==> src/rtl/pwrdn_pkg.sv <==
package pwrdn_pkg;

   typedef enum logic [1:0] {
      PD_RUN   = 2'd0,
      PD_GATE  = 2'd1,
      PD_SLEEP = 2'd2,
      PD_WAKE  = 2'd3
   } pd_state_e;

endpackage

==> src/rtl/pd_sync.sv <==
module pd_sync #(
   parameter int   STAGES    = 2,
   parameter logic RESET_VAL = 1'b1
) (
   input  logic clk,
   input  logic rst_n,
   input  logic din,
   output logic dout
);

   logic [STAGES-1:0] chain_q;

   always_ff @(posedge clk or negedge rst_n) begin
      if (!rst_n) chain_q <= {STAGES{RESET_VAL}};
      else        chain_q <= {chain_q[STAGES-2:0], din};
   end

   assign dout = chain_q[STAGES-1];

endmodule

==> src/rtl/stab_timer.sv <==
module stab_timer #(
   parameter int STAB_TICKS = 5,
   localparam int CW = $clog2(STAB_TICKS + 1)
) (
   input  logic clk,
   input  logic rst_n,
   input  logic counting,
   input  logic tick,
   output logic expire
);

   localparam logic [CW-1:0] LAST = CW'(STAB_TICKS - 1);

   logic [CW-1:0] cnt_q;

   always_ff @(posedge clk or negedge rst_n) begin
      if (!rst_n)               cnt_q <= '0;
      else if (!counting)       cnt_q <= '0;
      else if (tick && !expire) cnt_q <= cnt_q + 1'b1;
   end

   assign expire = counting && tick && (cnt_q == LAST);

   a_r6_cnt_bound: assert property (@(posedge clk) disable iff (!rst_n)
      cnt_q <= LAST)
      else $error("settling counter beyond limit");

endmodule

==> src/rtl/pd_fsm.sv <==
module pd_fsm
   import pwrdn_pkg::*;
(
   input  logic clk,
   input  logic rst_n,
   input  logic req_act,
   input  logic expire,
   output logic open_nxt,
   output logic counting,
   output logic osc_q
);

   pd_state_e state_q, state_d;

   always_comb begin
      state_d = state_q;
      unique case (state_q)
         PD_RUN:   if (req_act) state_d = PD_GATE;
         PD_GATE:  state_d = PD_SLEEP;
         PD_SLEEP: if (!req_act) state_d = PD_WAKE;
         PD_WAKE: begin
            if (req_act)     state_d = PD_SLEEP;
            else if (expire) state_d = PD_RUN;
         end
         default:  state_d = PD_SLEEP;
      endcase
   end

   always_ff @(posedge clk or negedge rst_n) begin
      if (!rst_n) begin
         state_q <= PD_WAKE;
         osc_q   <= 1'b1;
      end else begin
         state_q <= state_d;
         osc_q   <= (state_d != PD_SLEEP);
      end
   end

   assign open_nxt = (state_d == PD_RUN);
   assign counting = (state_q == PD_WAKE);

endmodule

==> src/rtl/gate_bank.sv <==
module gate_bank #(
   parameter int W = 1
) (
   input  logic         clk,
   input  logic         rst_n,
   input  logic         open_i,
   input  logic         run_n_i,
   output logic [W-1:0] gate_q
);

   for (genvar i = 0; i < W; i++) begin : g_bit
      always_ff @(posedge clk or negedge rst_n) begin
         if (!rst_n) gate_q[i] <= 1'b0;
         else        gate_q[i] <= open_i & run_n_i;
      end
   end

endmodule

==> src/rtl/pwrdn_seq.sv <==
module pwrdn_seq #(
   parameter int N_CPU       = 2,
   parameter int N_PCI       = 5,
   parameter int SYNC_STAGES = 2,
   parameter int STAB_TICKS  = 5
) (
   input  logic             clk,
   input  logic             rst_n,
   input  logic             pd_req_n,
   input  logic             tick_slow,
   input  logic             cpu_stop_n,
   input  logic             pci_stop_n,
   output logic [N_CPU-1:0] cpu_gate,
   output logic [N_PCI-1:0] pci_gate,
   output logic             pcif_gate,
   output logic             ref_gate,
   output logic             vco_en,
   output logic             osc_en
);

   if (SYNC_STAGES < 2) begin : g_bad_sync
      $error("SYNC_STAGES must be at least 2");
   end
   if (STAB_TICKS < 1) begin : g_bad_stab
      $error("STAB_TICKS must be at least 1");
   end
   if (N_CPU < 1 || N_PCI < 1) begin : g_bad_width
      $error("gate widths must be at least 1");
   end

   logic req_n_s, open_nxt, counting, expire, osc_q;

   pd_sync #(.STAGES(SYNC_STAGES), .RESET_VAL(1'b1)) i_sync (
      .clk(clk), .rst_n(rst_n), .din(pd_req_n), .dout(req_n_s));

   pd_fsm i_fsm (
      .clk(clk), .rst_n(rst_n), .req_act(!req_n_s), .expire(expire),
      .open_nxt(open_nxt), .counting(counting), .osc_q(osc_q));

   stab_timer #(.STAB_TICKS(STAB_TICKS)) i_timer (
      .clk(clk), .rst_n(rst_n), .counting(counting), .tick(tick_slow),
      .expire(expire));

   gate_bank #(.W(N_CPU)) i_cpu_gates (
      .clk(clk), .rst_n(rst_n), .open_i(open_nxt), .run_n_i(cpu_stop_n),
      .gate_q(cpu_gate));

   gate_bank #(.W(N_PCI)) i_pci_gates (
      .clk(clk), .rst_n(rst_n), .open_i(open_nxt), .run_n_i(pci_stop_n),
      .gate_q(pci_gate));

   gate_bank #(.W(1)) i_pcif_gate (
      .clk(clk), .rst_n(rst_n), .open_i(open_nxt), .run_n_i(1'b1),
      .gate_q(pcif_gate));

   gate_bank #(.W(1)) i_ref_gate (
      .clk(clk), .rst_n(rst_n), .open_i(open_nxt), .run_n_i(1'b1),
      .gate_q(ref_gate));

   assign vco_en = osc_q;
   assign osc_en = osc_q;

   logic gates_closed;
   assign gates_closed = (cpu_gate == '0) && (pci_gate == '0) && !pcif_gate && !ref_gate;

   // the free-running gate never closes alone
   a_r2_close_together: assert property (@(posedge clk) disable iff (!rst_n)
      $fell(pcif_gate) |-> gates_closed)
      else $error("gates did not close together");

   // sources stop only after gates were closed for a cycle
   a_r3_osc_after_gates: assert property (@(posedge clk) disable iff (!rst_n)
      $fell(osc_en) |-> $past(gates_closed))
      else $error("oscillator stopped with a gate open");

   // nothing opens while the sources are off
   a_r4_stop_ignored: assert property (@(posedge clk) disable iff (!rst_n)
      !osc_en |-> gates_closed)
      else $error("gate open while asleep");

   // gates reopen only with sources already running
   a_r6_open_needs_osc: assert property (@(posedge clk) disable iff (!rst_n)
      $rose(pcif_gate) |-> (osc_en && $past(osc_en)))
      else $error("gate opened without settled sources");

endmodule

==> config.mk <==
export PLATFORM = sky130hd
export DESIGN_NAME = pwrdn_seq
export DESIGN_NICKNAME = d
export VERILOG_FILES = /design/src/rtl/pwrdn_pkg.sv /design/src/rtl/pd_sync.sv /design/src/rtl/stab_timer.sv /design/src/rtl/pd_fsm.sv /design/src/rtl/gate_bank.sv /design/src/rtl/pwrdn_seq.sv
export SDC_FILE = /design/constraint.sdc
export NUM_CORES = 1
export LEC_CHECK = 0
export ABC_AREA = 1
export BUFFER_PORTS_ARGS = -buffer_cell sky130_fd_sc_hd__buf_4
export CAP_MARGIN = 20
export CORE_AREA = 2 2 39 41
export CTS_CLUSTER_DIAMETER = 150
export DETAILED_ROUTE_END_ITERATION = 16
export DIE_AREA = 0 0 41 43
export PLACE_DENSITY_LB_ADDON = 0.25
export SLEW_MARGIN = 10
export SYNTH_ARGS = -nofsm -noshare
export SYNTH_HDL_FRONTEND = slang
export SYNTH_HIERARCHICAL = 1
export SYNTH_SLANG_ARGS = --single-unit
==> constraint.sdc <==
create_clock -name clk -period 2 [get_ports clk]
set_input_delay 0.2 -clock clk [delete_from_list [all_inputs] [get_ports clk]]
set_output_delay 0.2 -clock clk [all_outputs]
set_load 0.1 [all_outputs]
==> results of run 1 <==
state kept, by name (all words and copies together) (netlist names):
name                cells
i_timer/cnt_q           3
i_fsm/state_q           2
i_sync/chain_q          2
i_cpu_gates/gate_q      1
i_fsm/osc_q             1
i_pci_gates/gate_q      1
i_pcif_gate/gate_q      1
i_ref_gate/gate_q       1
power groups by stage:
| stage | Sequential, mW | Combinational (mW) | Clock [mW] |
|---|---|---|---|
| 2_1_floorplan | 0.272 | 0.0304 | 0 |
| 3_3_place_gp | 0.264 | 0.0565 | 0 |
| 3_5_place_dp | 0.265 | 0.0577 | 0 |
| 4_1_cts | 0.260 | 0.0593 | 0.196 |
| 5_1_grt | 0.262 | 0.0656 | 0.202 |
| 6_report | 0.260 | 0.0590 | 0.187 |
cells by family (layout without fill, tap and decap cells):
family / count (synthesis) / count (layout) / synth area share [%]
simple gates: 30 / 30 / 23.1
other cells: 1 / 2 / 0.660
flops: 12 / 12 / 54.0
compound gates: 3 / 3 / 2.64
buf+inv: 17 / 32 / 15.2
fa+ha+maj: 2 / 2 / 4.40
worst max path at each step:
stage                                    startpoint                               to  slack (ns)  depth (start not counted)
floorplan           i_pci_gates/gate_q[3]$_DFF_PN0_                      pci_gate[1]        0.43                          1
CTS                      i_fsm/state_q[1]$_DFF_PN1_  i_cpu_gates/gate_q[1]$_DFF_PN0_        0.44                         10
global route             i_fsm/state_q[1]$_DFF_PN1_  i_cpu_gates/gate_q[1]$_DFF_PN0_        0.23                         10
finish                   i_fsm/state_q[1]$_DFF_PN1_  i_cpu_gates/gate_q[1]$_DFF_PN0_        0.44                         10
global placement         i_fsm/state_q[1]$_DFF_PN1_  i_pci_gates/gate_q[3]$_DFF_PN0_        0.49                         10
detailed placement       i_fsm/state_q[1]$_DFF_PN1_  i_cpu_gates/gate_q[1]$_DFF_PN0_        0.46                         10
per-layer routing:
metal	vias to the layer above	track usage, %	part of all wire [%]	wire, um
li1	217	-	-	-
met3	0	4.71	6.3	53
met5	-	0	0	0
met4	0	8.00	0	0
met1	192	14.7	45	375
met2	11	18.8	49	410
cell type report:
cell class                      count  area [um^2]
Fill cell                         126          671
Inverter                           11         41.3
Sequential cell                    12          307
Multi-Input combinational cell     37          179
Tap cell                           16         20.0
Clock buffer                        4         36.3
Timing Repair Buffer               17          130
synth_stat cells:
cell     number  area share, %
nor2_1        5            3.3
dfrtp_1       7             31
conb_1        1           0.66
dfstp_2       5             23
nand4_1       2            2.2
nand2_2       2            2.2
nand3_1       1           0.88
a21oi_1       1           0.88
ha_1          2            4.4
inv_1        11            7.3
buf_4         6            7.9
nand2_1      17             11
o21ai_0       2            1.8
nor2_2        3            3.3
worst max-delay path, delay by kind of cell, from the launching register on:
kind          cells  cell delay (ns)
buf+inv           2             0.16
simple gates      8             0.77
flops             1             0.56
per-stage QoR:
step | cell area, um^2 | setup WS, ns | instances
6_report | 713 | 0.438 | 97
5_1_grt | 713 | 0.233 | 97
4_1_cts | 713 | 0.445 | 97
3_5_place_dp | 667 | 0.459 | 92
3_3_place_gp | 667 | 0.488 | 92
2_1_floorplan | 572 | 0.426 | 66
==> metrics.cfg, run 1 <==
[timing]
period_minus_slack_ns=1.56
setup-tns-final_ns=0
period_share_pct=78.1
fin_worst_hold_slack_ns=0.0372
finalHoldViolCount=0
slew_violations=0
final.setup_skew_ns=0.00355
rsz0062_at_grt=no
setup_viol=0
fmax_mhz=640

[place]
port-buffer-count=16
place.gp.congestion=0.751
dpl.hpwl_um=632

[detailed_routing]
via_per_inst=4.33
post_drt_wl_per_cell_um=8.64
via_count=420
wl_um=838
drc=0
firstDrtPassIters=4
postRouteAntennaNets=0
drtIter0Drc=4

[cells_and_area]
finalNetCount=90
antenna_cells=0
finish.utilization_pct=51.5
final_common_cell=nand2_1
drive_gt1_share_pct=37.0
area_delta_synth_final_pct=25.6
layout_common_cells=17 x nand2_1, 16 x buf_4, 11 x inv_1, 7 x dfrtp_1

[synthesis]
ys_ff_latch=12
yosysWarnings=6
yosysSeqAreaShare_pct=54.0
avgSynthCellArea_um2=8.74
netlist_area_um2=568
syn_inst=65
post_synth_num_cell_types=14

[cts]
clockBufferDepth=2
h-tree-depth=1
cts_resized=0
path_clk_slew_ns=0.07
clkLatencyLatePin_ns=0.27
cts_root_buf=clkbuf_4
cts_tree=done
cts_made_buffers=3
post_cts_buffers=0
ctsHoldBuffers=1
cts.sinks=12

[floorplanning]
start_util_pct=41.0
die_y_um=43
core_mm2=0.00138
die_width_um=41
ios=17
die_area_mm2=0.00176
placementRows=14

[pwr]
finalPower_mw=0.506
p_seq_share_pct=51.4
p_clk_share_pct=36.9
power.density_mw_per_mm2=710
comb_power_share_pct=11.6
leakage_nw=0.420
power.internal_mw=0.385
p_sw_mw=0.122
vdd_drop_max_mv=0.399
p_sw_share_pct=24.0

[grt]
grt_max_degree=13
grt_pass1_vias=390
antenna_found_initial=0
grt.total_usage_pct=12.7
grt.overflow.total=0
grt_pass1_wl_um=1440

[critical_path]
reg2reg_from=i_fsm/state_q[1]$_DFF_PN1_
end_kind=flop
cpMostUsedCell=nand2_1
cp_cell_sequence=nand2_1 > inv_1 > nand2_1 > nor2_1 > nand2_1 > nor2_2 > nor2_2 > nor2_2 > nand2_1 > inv_1
worstPathRequired_ns=2.21
critPathMaxFanout=5
arrival_ns=1.77
start_kind=flop
slowest_stage=dfstp_2
r2r_end=i_cpu_gates/gate_q[1]$_DFF_PN0_
worstSetupPathType=reg -> reg
max_stage_delay_ns=0.56
rr_worst_depth=10
r2r_setup_slack_ns=0.44

[status]
status=completed

[job]
max_cap_viol_count=0

[worst_hold_path]
min_to=i_sync/chain_q[0]$_DFF_PN1_
hp-class=in -> reg
min_from=pd_req_n
worstHoldPathCells=1

Note: power is estimated with default switching activity, not from simulation.
==> run 2, diff against run 1 <==
Clock period 2 ns to 1.5 ns, I/O delays scaled along.
==> metrics.cfg, run 2 (same netlist as run 1, synthesis figures left out) <==
[status]
status=completed

[critical_path]
worstPathRequired_ns=1.71  ; -0.50 ns
arrival_ns=1.61  ; -0.16 ns
rr_worst_depth=10  ; unchanged
cp_top_family=simple AND/OR/NAND/NOR gates
critPathMaxFanout=4  ; -1
worstSetupPathType=reg -> reg
max_stage_delay_ns=0.55  ; about the same
r2r_setup_slack_ns=0.10  ; -0.34 ns
reg2reg_from=i_fsm/state_q[0]$_DFF_PN1_
start_kind=flop
slowest_stage=dfstp_2
r2r_end=i_ref_gate/gate_q$_DFF_PN0_
cpMostUsedCell=nand2_1
critPathBufInv=2  ; unchanged
cp_cell_sequence=nand2_1 > inv_1 > nand2_1 > nor2_4 > nand2_2 > nor2_2 > nor2_2 > nor2_4 > nand2_1 > inv_1
end_kind=flop

[cells_and_area]
largest_reg_flops=3  ; unchanged
top_register=i_timer/cnt_q
area_delta_synth_final_pct=38.1
finalNetCount=97  ; +7.8%
drive_gt1_share_pct=45.5  ; +8.4 points
top_regs=i_timer/cnt_q: 3 flops, i_fsm/state_q: 2 flops, i_sync/chain_q: 2 flops
final_common_cell=buf_4
antenna_cells=0  ; unchanged
layout_common_cells=22 x buf_4, 16 x nand2_1, 10 x inv_1, 6 x dfrtp_1, 5 x dfstp_2

[floorplanning]
die_width_um=41  ; unchanged
core_mm2=0.00138  ; unchanged
die_area_mm2=0.00176  ; unchanged
die_y_um=43  ; unchanged
start_util_pct=41.0  ; unchanged
ios=17  ; unchanged
placementRows=14  ; unchanged

[pwr]
power.internal_mw=0.523  ; +36%
p_clk_share_pct=36.4  ; -0.5 points
p_sw_share_pct=24.6  ; +0.60 points
p_sw_mw=0.171  ; +40%
comb_power_share_pct=13.5  ; +1.9 points
p_seq_share_pct=50.1  ; -1.3 points
power.density_mw_per_mm2=884  ; +25%
leakage_nw=0.451  ; +7.4%
vdd_drop_max_mv=0.590  ; +48%

[timing]
rsz0062_at_grt=no
final.setup_skew_ns=0.00492  ; +0.00137 ns
fmax_mhz=715  ; +12%
setup_viol=0  ; unchanged
setup-tns-final_ns=0  ; unchanged
period_minus_slack_ns=1.40  ; -0.163 ns
fin_worst_hold_slack_ns=0.0495  ; +0.0123 ns
period_share_pct=93.3  ; +15 points
finalHoldViolCount=0  ; unchanged
slew_violations=0  ; unchanged
setup_slack_ns=0.101  ; -0.337 ns

[grt]
antenna_found_initial=0  ; unchanged
grt.total_usage_pct=14.1  ; +1.5 points
grt.overflow.total=0  ; unchanged
grt_max_degree=13  ; unchanged
grt_pass1_vias=413  ; +5.9%
grt_pass1_wl_um=1610  ; +12%

[worst_hold_path]
worstHoldPathCells=3  ; +2
hp-class=in -> reg
min_from=cpu_stop_n
min_to=i_cpu_gates/gate_q[1]$_DFF_PN0_

[detailed_routing]
post_drt_wl_per_cell_um=9.38  ; +8.6%
via_per_inst=4.43  ; +2.4%
drtIter0Drc=7  ; +3
firstDrtPassIters=5  ; +1
postRouteAntennaNets=0  ; unchanged
drc=0  ; unchanged
wl_um=976  ; +16%
via_count=461  ; +9.8%

[cts]
path_clk_slew_ns=0.07  ; about the same
clockBufferDepth=2  ; unchanged
cts.sinks=12  ; unchanged
cts_root_buf=clkbuf_4
cts_made_buffers=3  ; unchanged
cts_tree=done
h-tree-depth=1  ; unchanged
clkLatencyLatePin_ns=0.27  ; about the same

[place]
port-buffer-count=16  ; unchanged
pre_cts_ws_ns=0.0308  ; -0.428 ns
dpl.hpwl_um=671  ; +6.2%
place.gp.congestion=0.782  ; +4.1%

[job]
max_cap_viol_count=0  ; unchanged

[run 2: cell count changes in the layout (fill, tap and decap cells not counted), sizes merged]
cell / before / now
buf: 16 / 22
dlygate4sd3: 1 / 2
[run 2: power by group through the flow]
stage / logic, mW / clock network, mW / registers [mW]
global route: 0.103 / 0.279 / 0.349
global placement: 0.0783 / 0 / 0.352
finish: 0.0934 / 0.253 / 0.347
detailed placement: 0.0796 / 0 / 0.353
floorplan: 0.0405 / 0 / 0.363
CTS: 0.0839 / 0.263 / 0.347
[run 2: worst max-delay path by stage]
stage | startpoint | end | slack (ns) | cells after the start
2_1_floorplan | i_cpu_gates/gate_q[1]$_DFF_PN0_ | cpu_gate[1] | 0.03 | 1
3_3_place_gp | i_fsm/state_q[0]$_DFF_PN1_ | i_pci_gates/gate_q[3]$_DFF_PN0_ | 0.08 | 10
3_5_place_dp | i_timer/cnt_q[0]$_DFFE_PN0P_ | i_ref_gate/gate_q$_DFF_PN0_ | 0.03 | 10
4_1_cts | i_timer/cnt_q[0]$_DFFE_PN0P_ | i_ref_gate/gate_q$_DFF_PN0_ | 0.01 | 10
5_1_grt | i_timer/cnt_q[0]$_DFFE_PN0P_ | i_ref_gate/gate_q$_DFF_PN0_ | 0.002 | 10
6_report | i_fsm/state_q[0]$_DFF_PN1_ | i_ref_gate/gate_q$_DFF_PN0_ | 0.10 | 10
[run 2: cell type report]
| class | count | area, um^2 |
|---|---|---|
| clock buffer | 4 | 36.3 |
| fill | 125 | 599 |
| inverter | 11 | 41.3 |
| multi-input combinational | 37 | 194 |
| sequential | 12 | 308 |
| tap | 16 | 20.0 |
| timing repair buffer | 24 | 185 |
[run 2: per-layer routing]
metal	vias to the layer above	GRT usage [%]	part of all wire, %
met5	-	0	0
met4	0	6.00	1.3
met3	2	7.85	8.0
met2	18	21.3	47
met1	209	15.8	43
li1	232	-	-
[run 2: repair_timing]
action	4_1_cts	5_1_grt
gates resized for setup	0	5
setup buffers	0	4
endpoints found under the setup margin	0	4
hold endpoints to repair	13	0
hold buffers	2	0
[run 2: worst reg2reg max path, delay by kind of cell, from the launching register on]
family | cells | cell delay, ns
buffers and inverters | 2 | 0.12
DFF | 1 | 0.55
and+or+nand+nor | 8 | 0.67
[run 2: metrics by stage]
step / cell area (um^2) / power [mW] / util (%) / instances
after floorplan: 573 / 0.404 / - / 66
after global placement: 683 / 0.431 / 49.4 / 94
after detailed placement: 683 / 0.432 / 49.4 / 94
after CTS: 739 / 0.694 / 53.4 / 100
after global routing: 785 / 0.732 / 56.7 / 104
final: 785 / 0.694 / 56.7 / 104
